===== src/rtl/msp_pkg.sv =====
package msp_pkg;
    typedef enum logic [2:0] {
        ST_IDLE,
        ST_SCAN,
        ST_BASE,
        ST_CAND,
        ST_STEP,
        ST_FINISH
    } msp_state_e;

    localparam logic [1:0] SZ_1M = 2'd0;
    localparam logic [1:0] SZ_2M = 2'd1;
    localparam logic [1:0] SZ_4M = 2'd2;
endpackage


===== src/rtl/msp_run_ctr.sv =====
module msp_run_ctr #(
    parameter int IDX_W  = 7,
    parameter int DATA_W = 8,
    parameter int WINDOW = 64
) (
    input  logic              clk,
    input  logic              rst_n,
    input  logic              clr_i,
    input  logic              hit_i,
    input  logic [DATA_W-1:0] data_i,
    input  logic [DATA_W-1:0] ref_i,
    input  logic [IDX_W-1:0]  idx_i,
    output logic [IDX_W-1:0]  cnt_o,
    output logic              live_o
);
    logic [IDX_W-1:0] cnt_d, cnt_q;

    assign live_o = (cnt_q == idx_i);
    assign cnt_o  = cnt_q;

    always_comb begin
        cnt_d = cnt_q;
        if (clr_i)
            cnt_d = '0;
        else if (hit_i && live_o && (data_i == ref_i))
            cnt_d = cnt_q + 1'b1;
    end

    always_ff @(posedge clk) begin
        if (!rst_n) cnt_q <= '0;
        else        cnt_q <= cnt_d;
    end

    // the run never passes the window size
    p_run_bound_r4: assert property (@(posedge clk) disable iff (!rst_n)
        cnt_q <= IDX_W'(WINDOW));

    // without a clear, the run either stays put or steps by one on a response
    p_run_step_r4: assert property (@(posedge clk) disable iff (!rst_n)
        !clr_i && !hit_i |=> $stable(cnt_q));
endmodule


===== src/rtl/msp_size_dec.sv =====
module msp_size_dec #(
    parameter int NCAND = 2
) (
    input  logic [NCAND-1:0] full_i,
    output logic [1:0]       code_o
);
    always_comb begin
        code_o = 2'(NCAND);
        for (int c = NCAND - 1; c >= 0; c--) begin
            if (full_i[c]) code_o = 2'(c);
        end
    end
endmodule


===== src/rtl/mirror_size_probe.sv =====
module mirror_size_probe
    import msp_pkg::*;
#(
    parameter int ADDR_W      = 22,
    parameter int DATA_W      = 8,
    parameter int WINDOW      = 64,
    parameter int MIRROR_LOG2 = 20
) (
    input  logic              clk,
    input  logic              rst_n,
    input  logic              start_i,
    output logic              rd_req_o,
    output logic [ADDR_W-1:0] rd_addr_o,
    input  logic              rd_ack_i,
    input  logic [DATA_W-1:0] rd_data_i,
    output logic              done_o,
    output logic [1:0]        size_o
);
    localparam int IDX_W = $clog2(WINDOW + 1);
    localparam int NCAND = 2;

    typedef struct packed {
        msp_state_e        state;
        logic [IDX_W-1:0]  idx;
        logic              cand;
        logic [DATA_W-1:0] base;
        logic              done;
        logic [1:0]        size;
    } ctl_t;

    ctl_t             d, q;
    logic             clr;
    logic [NCAND-1:0] live, full, hit;
    logic [IDX_W-1:0] run_cnt [NCAND];
    logic [1:0]       dec_code;

    for (genvar g = 0; g < NCAND; g++) begin : g_run
        assign hit[g]  = (q.state == ST_CAND) && (q.cand == 1'(g)) && rd_ack_i;
        assign full[g] = (run_cnt[g] == IDX_W'(WINDOW));
        msp_run_ctr #(
            .IDX_W (IDX_W),
            .DATA_W(DATA_W),
            .WINDOW(WINDOW)
        ) u_run (
            .clk   (clk),
            .rst_n (rst_n),
            .clr_i (clr),
            .hit_i (hit[g]),
            .data_i(rd_data_i),
            .ref_i (q.base),
            .idx_i (q.idx),
            .cnt_o (run_cnt[g]),
            .live_o(live[g])
        );
    end

    msp_size_dec #(.NCAND(NCAND)) u_dec (
        .full_i(full),
        .code_o(dec_code)
    );

    always_comb begin
        d         = q;
        d.done    = 1'b0;
        clr       = 1'b0;
        rd_req_o  = 1'b0;
        rd_addr_o = ADDR_W'(q.idx);
        case (q.state)
            ST_IDLE: begin
                if (start_i) begin
                    clr     = 1'b1;
                    d.idx   = '0;
                    d.state = ST_SCAN;
                end
            end
            ST_SCAN: begin
                if ((q.idx == IDX_W'(WINDOW)) || (live == '0))
                    d.state = ST_FINISH;
                else
                    d.state = ST_BASE;
            end
            ST_BASE: begin
                rd_req_o = 1'b1;
                if (rd_ack_i) begin
                    d.base  = rd_data_i;
                    d.cand  = !live[0];
                    d.state = ST_CAND;
                end
            end
            ST_CAND: begin
                rd_req_o  = 1'b1;
                rd_addr_o = (ADDR_W'(32'(q.cand) + 32'd1) << MIRROR_LOG2) | ADDR_W'(q.idx);
                if (rd_ack_i) begin
                    if (!q.cand && live[1])
                        d.cand = 1'b1;
                    else
                        d.state = ST_STEP;
                end
            end
            ST_STEP: begin
                d.idx   = q.idx + 1'b1;
                d.state = ST_SCAN;
            end
            ST_FINISH: begin
                d.size  = dec_code;
                d.done  = 1'b1;
                d.state = ST_IDLE;
            end
            default: d.state = ST_IDLE;
        endcase
    end

    always_ff @(posedge clk) begin
        if (!rst_n) begin
            q       <= '0;
            q.state <= ST_IDLE;
            q.size  <= SZ_4M;
        end else begin
            q <= d;
        end
    end

    assign done_o = q.done;
    assign size_o = q.size;

    // a pending request keeps its address until answered
    p_addr_hold_r10: assert property (@(posedge clk) disable iff (!rst_n)
        rd_req_o && !rd_ack_i |=> rd_req_o && $stable(rd_addr_o));

    // done lasts a single cycle
    p_done_pulse_r8: assert property (@(posedge clk) disable iff (!rst_n)
        done_o |=> !done_o);

    // the size code moves only together with done
    p_size_hold_r8: assert property (@(posedge clk) disable iff (!rst_n)
        !done_o |-> $stable(size_o));

    // no request accompanies the end of a probe
    p_quiet_at_done_r6: assert property (@(posedge clk) disable iff (!rst_n)
        done_o |-> !rd_req_o);

    // a start during a running probe does not return it to index 0
    p_busy_start_r9: assert property (@(posedge clk) disable iff (!rst_n)
        (q.state == ST_STEP) && start_i |=> q.idx != '0);

    // a size code of 3 is never produced
    p_size_legal_r7: assert property (@(posedge clk) disable iff (!rst_n)
        size_o != 2'd3);
endmodule


===== config.mk =====
export PLATFORM = sky130hd
export DESIGN_NAME = mirror_size_probe
export DESIGN_NICKNAME = d
export VERILOG_FILES = /design/src/rtl/msp_pkg.sv /design/src/rtl/msp_run_ctr.sv /design/src/rtl/msp_size_dec.sv /design/src/rtl/mirror_size_probe.sv
export SDC_FILE = /design/constraint.sdc
export NUM_CORES = 1
export LEC_CHECK = 0
export ABC_AREA = 0
export CAP_MARGIN = 20
export CORE_UTILIZATION = 52
export DETAILED_ROUTE_END_ITERATION = 8
export PLACE_DENSITY_LB_ADDON = 0.08
export SYNTH_ARGS = -nofsm -noshare
export SYNTH_HDL_FRONTEND = slang
export SYNTH_SLANG_ARGS = --single-unit

===== constraint.sdc =====
create_clock -name clk -period 2.3 [get_ports clk]
set_input_delay 0.69 -clock clk [delete_from_list [all_inputs] [get_ports clk]]
set_output_delay 0.69 -clock clk [all_outputs]
set_load 0.1 [all_outputs]

Word-level counts from Yosys, hierarchy flattened
Cells that the tools add are included.
W data, S select, Z words.
- word-level logic and storage cells: 71
- RAM bits: 0
- register bits: 36
- latch bits: 0
- memories: 0
- ROM bits: 0
- output and inout port bits: 26
- bits of input ports: 12
- reduce and logical (&&, ||, !) cells: 22
- muxes and demuxes: 18
- bitwise gates (word level): 3
- add/subtract/negate cells: 4
- $mul: 0
- shifts and indexed selects: 0
- $lt $le $gt $ge: 0
- eq/ne operators: 16
- div/mod/pow operators: 0
- operators by type and width (operator ; number):
    $mux W22 ; 1
    $or A22 B7 Y22 ; 1
    $add A7 B1 Y7 const B ; 3
    $eq A7 B7 Y1 const B ; 3
    $mux W3 ; 5
    $pmux W3 S5 ; 1
    $eq A7 B7 Y1 ; 2
    $pmux W7 S2 ; 1
    $mux W10 ; 1
    $logic_and A1 B1 Y1 ; 9
    $mux W9 ; 1
    $eq A8 B8 Y1 ; 1
    $ne A2 B2 Y1 const B ; 4
    $reduce_and A4 Y1 ; 2
    $eq A3 B2 Y1 const B ; 2
    $eq A3 B3 Y1 const B ; 2
    $mux W1 ; 5
    $mux W2 ; 2
    $reduce_and A2 Y1 ; 2
    $reduce_bool A2 Y1 ; 2
    $reduce_or A2 Y1 ; 2
    $eq A3 B1 Y1 const B ; 1
    $logic_not A3 Y1 ; 1
    $add A1 B1 Y2 const B ; 1
    6 further kinds ; 8

Logic depth before layout (Yosys ltp)
- word-level depth: 5
- depth in mapped cells: 7
- depth with buffers taken out: 7

By module
A second synthesis with hierarchy kept.
- cells, all modules: 286
- area, all modules: 2339.7 um2
- by module, submodules not included (module ; sequential area each (um2) ; cells each ; area each (um2) ; instances):
    mirror_size_probe ; 440.4 ; 154 ; 1273.7 ; 1
    msp_run_ctr ; 140.1 ; 65 ; 524.3 ; 2
    msp_size_dec ; 0.0 ; 2 ; 17.5 ; 1

Worst setup path before layout
No wires, ideal clock.
- kind: register to register
- start point: register q[20] (netlist name)
- end point: register q[11] (netlist name)
- stages on the path, launching flop included: 7
- setup slack: -0.718 ns
- arrival: 2.900 ns
- data required time: 2.181 ns
- clock period less this slack: 3.018 ns
- cell sequence: dfxtp_1 buf_2 nor2b_1 nand2_1 or2_2 clkbuf_1 o221a_2
- longest elaborated chain between the ends: 3
- elaborated cells between the ends (all ways): 8
- those cells by class: eq/ne (5); mux (1); reduce/logical (2)
- RTL lines (what ; line ; RTL):
    from (decl) ; mirror_size_probe.sv:31 ; ctl_t d, q;
    $eq A3 B2 Y1 ; mirror_size_probe.sv:68 ; case (q.state)
    $ne A2 B1 Y1 (no source line) (tied with other cells) ; -- ;
    $reduce_and A4 Y1 (no source line) ; -- ;
Parallel ways exist; a longest one is shown, timed or not.
A chain may end at the register's enable or synchronous reset.

Final worst setup path
- start point: input port rd_data_i[1]
- end point: register g_run[0].u_run.cnt_q[6]
- longest elaborated chain between the ends: 2
- RTL lines (what ; line ; RTL):
    from (decl) ; mirror_size_probe.sv:15 ; input logic [DATA_W-1:0] rd_data_i,
    $eq A8 B8 Y1 ; msp_run_ctr.sv:25 ; else if (hit_i && live_o && (data_i == ref_i))
    $logic_and A1 B1 Y1 ; msp_run_ctr.sv:25 ;
    to (signal assigned) ; msp_run_ctr.sv:31 ; else cnt_q <= cnt_d;
    to (decl) ; msp_run_ctr.sv:16 ; logic [IDX_W-1:0] cnt_d, cnt_q;
Every way passes these cells.

==> flow_summary.toml <==
[placement]
dp_slack_ps = -361
hpwl_um = 3510
place.gp.congestion = 0.791
portBuffers = 24
dp_cells = 340

[critical_path]
crit_required_ps = 2520
critical_path_class = "primary input to register"
worst_ep_arrival_time_ps = 2470
worst_setup_path_start_kind = "primary input"
end_kind = "register"
ff2ff_setup_slack_ps = 230
cp_max_fo = 6
rr_worst_depth = 5
timing.rr.start = "q[17]$_SDFFE_PN0P_"
regToRegEndpoint = "g_run[1].u_run.cnt_o[2]$_SDFFE_PP0P_"

[route]
wl_per_cell_um = 14.4
ant_nets = 0
via_per_inst = 5.48
drt_iter0_drc = 106
vias = 1929
drt_pass1_iterations = 4
wl_um = 5070
drc = 0

[yosys]
yosysSeqAreaShare_pct = 31.5
yosysUniqueCellTypes = 49
netlist_instances = 277
yosys_warnings = 0
synth_area_um2 = 2290
avgSynthCellArea_um2 = 8.26
ys_ff_latch = 36
synth_edf_count = 0
synthArstFlopShare_pct = 0
synth_ff_type = "dfxtp_1"

[global_routing]
grt_max_degree = 25
overflow = 0
track_usage_pct = 23.9
antenna_found_initial = 0
first_global_vias = 1742
grt_pass1_wl_um = 8250

[flow_run]
drv_cap = 0

[die]
io_pins = 38
dieArea_um2 = 4670
chipHeight_um = 68.3
fp.coreArea_um2 = 4120
initial_utilization_pct = 55.6
rows = 23
die_w_um = 68.3

[final_layout]
num-nets-final = 319
multi_input_area_um2 = 1450
drive_gt1_share_pct = 22.5
fillCellCount = 345
num_antenna_cells = 0
seq_area_um2 = 722
syn2layout_area_growth_pct = 26.6
final_cells = 352

[clocking]
cts_root_buf = "clkbuf_8"
clock_path_buffers = 2
numCtsBuffers = 5
clock_sinks = 36
clk_pin_slew_worst_paths_ps = 80
clk_latency_ps = 290
htree_levels = 2
cts_tree = "done"

[timing]
setup_viol = 0
fin_crit_ps = 2250
report.final.slew_viol_count = 0
fin_crit_sh_pct = 97.8
fmax_ghz = 0.445
setup_ws_ps = 50.3
finalClockSkew_ps = 16.0
hold_viol_final = 0
fin_setup_tns_ps = 0

[worst_hold_path]
min_from = "q[5]$_SDFFE_PN0P_"
worst_hold_path.num_cells = 2
worst_hold_path_type = "register to register"
min_to = "q[5]$_SDFFE_PN0P_"

[power_and_ir_drop]
ir_worst_vdd_v = 0.000452
power_mw = 1.45
power_density_nw_per_um2 = 501
power.leakage_nw = 1.20

[run_status]
status = "finished clean"
==> state kept, by name, summed over array words and instances, names as in the netlist <==
name and flops:
g_run.u_run.cnt_o 14, q 19, done_o 1, size_o 2
==> per-layer routing <==
layer / vias to the layer above / part of all wire, % / global-route usage (%)
li1: 981 / - / -
met5: - / 0 / 0
met4: 0 / 1.2 / 7.55
met2: 36 / 48 / 40.4
met1: 908 / 48 / 30.7
met3: 4 / 2.7 / 3.67
==> logic make-up after synthesis <==
logic type	after synthesis	share of synthesized area, %
xor gates and xnor gates	23	8.80
muxes	5	2.19
other	1	0.164
DFF	36	31.5
adders and majority gates	6	3.28
AOI/OAI and AO/OA	51	15.6
buffers and inverters	47	12.1
and+or+nand+nor	108	26.4
==> synth_stat cells (5+ instances only) <==
cell type,n,area share [%]
a21boi_0,10,3.3
a21oi_1,13,2.8
and2_1,5,1.4
buf_2,5,1.1
buf_4,23,7.5
clkbuf_1,8,1.3
dfxtp_1,36,31
ha_1,6,3.3
inv_1,9,1.5
mux2i_1,5,2.2
nand2_1,36,5.9
nand3_1,10,2.2
nor2_1,8,1.3
nor2b_1,6,1.6
nor3_1,6,1.3
o21ai_0,6,1.3
o31ai_1,8,2.6
or4_1,7,2.3
xor2_1,22,8.4
==> timing repair <==
action | 4_1_cts | 5_1_grt
setup endpoints to repair | 9 | 13
hold buffers | 0 | 0
setup buffers | 2 | 0
resized for setup | 13 | 17
hold endpoints to repair | 0 | 0
pin swaps | 8 | 3
cloned | 2 | 0
==> cell type report <==
type	count	area share (%)
multi-input cells	206	49.9
flip-flops and latches	36	24.9
repair buffers	43	18.6
clock buffers	6	2.85
well taps	50	2.16
inverters	9	1.17
clock inverters	2	0.346
==> worst max-delay path, cell delays in order <==
cell           delay, ps
dlygate4sd2_1        250
xor2_1               150
nor4_2               300
nand4_2              110
buf_6                160
buf_12               130
or4_1                520
a21oi_2              150
==> metrics by stage <==
stage / hold WS (ps) / area [um2] / util [%]
final: 476 / 2900 / 70.4
after global routing: 511 / 2900 / 70.4
after CTS: 480 / 2820 / 68.4
after detailed placement: 470 / 2620 / 63.6
after global placement: 462 / 2620 / 63.6
after floorplan: 455 / 2340 / -
==> worst max-delay path by stage <==
stage	start	to	slack, ps
final	rd_data_i[1]	g_run[0].u_run.cnt_o[6]$_SDFFE_PP0P_	50
after global placement	rd_data_i[2]	g_run[0].u_run.cnt_o[5]$_SDFFE_PP0P_	-320
after CTS	rd_data_i[2]	g_run[0].u_run.cnt_o[3]$_SDFFE_PP0P_	10
after detailed placement	rd_data_i[2]	g_run[1].u_run.cnt_o[2]$_SDFFE_PP0P_	-360
after floorplan	q[21]$_SDFFE_PN0P_	g_run[0].u_run.cnt_o[5]$_SDFFE_PP0P_	170
after global routing	rd_data_i[1]	g_run[0].u_run.cnt_o[6]$_SDFFE_PP0P_	-20
==> cells in the final DEF (no fill, tap or decap), types with 3 or more instances in the layout <==
cell	instances
dlygate4sd2_1	5
clkbuf_8	6
a21oi_2	5
mux2i_1	5
a21oi_1	8
buf_12	11
nor4_2	5
ha_1	6
or4_1	7
nor2_1	8
buf_4	17
o21ai_0	6
clkdlybuf4s50_1	4
nor3_1	5
conb_1	13
nor2b_1	5
and2_1	5
xor2_1	22
nand3_1	10
o31ai_4	4
inv_1	9
o21a_1	3
nand4_1	4
nand2b_1	3
dfxtp_1	35
nand2_1	36
a21boi_0	10
o221a_2	3
==> where the power goes <==
part / switching [mW] / leakage, nW / internal, mW / total, mW
Sequential: 0.0188 / 0.291 / 0.640 / 0.659
Clock: 0.233 / 0.0510 / 0.239 / 0.473
Combinational: 0.230 / 0.862 / 0.0899 / 0.320
Note: power is estimated with default switching activity, not from simulation.
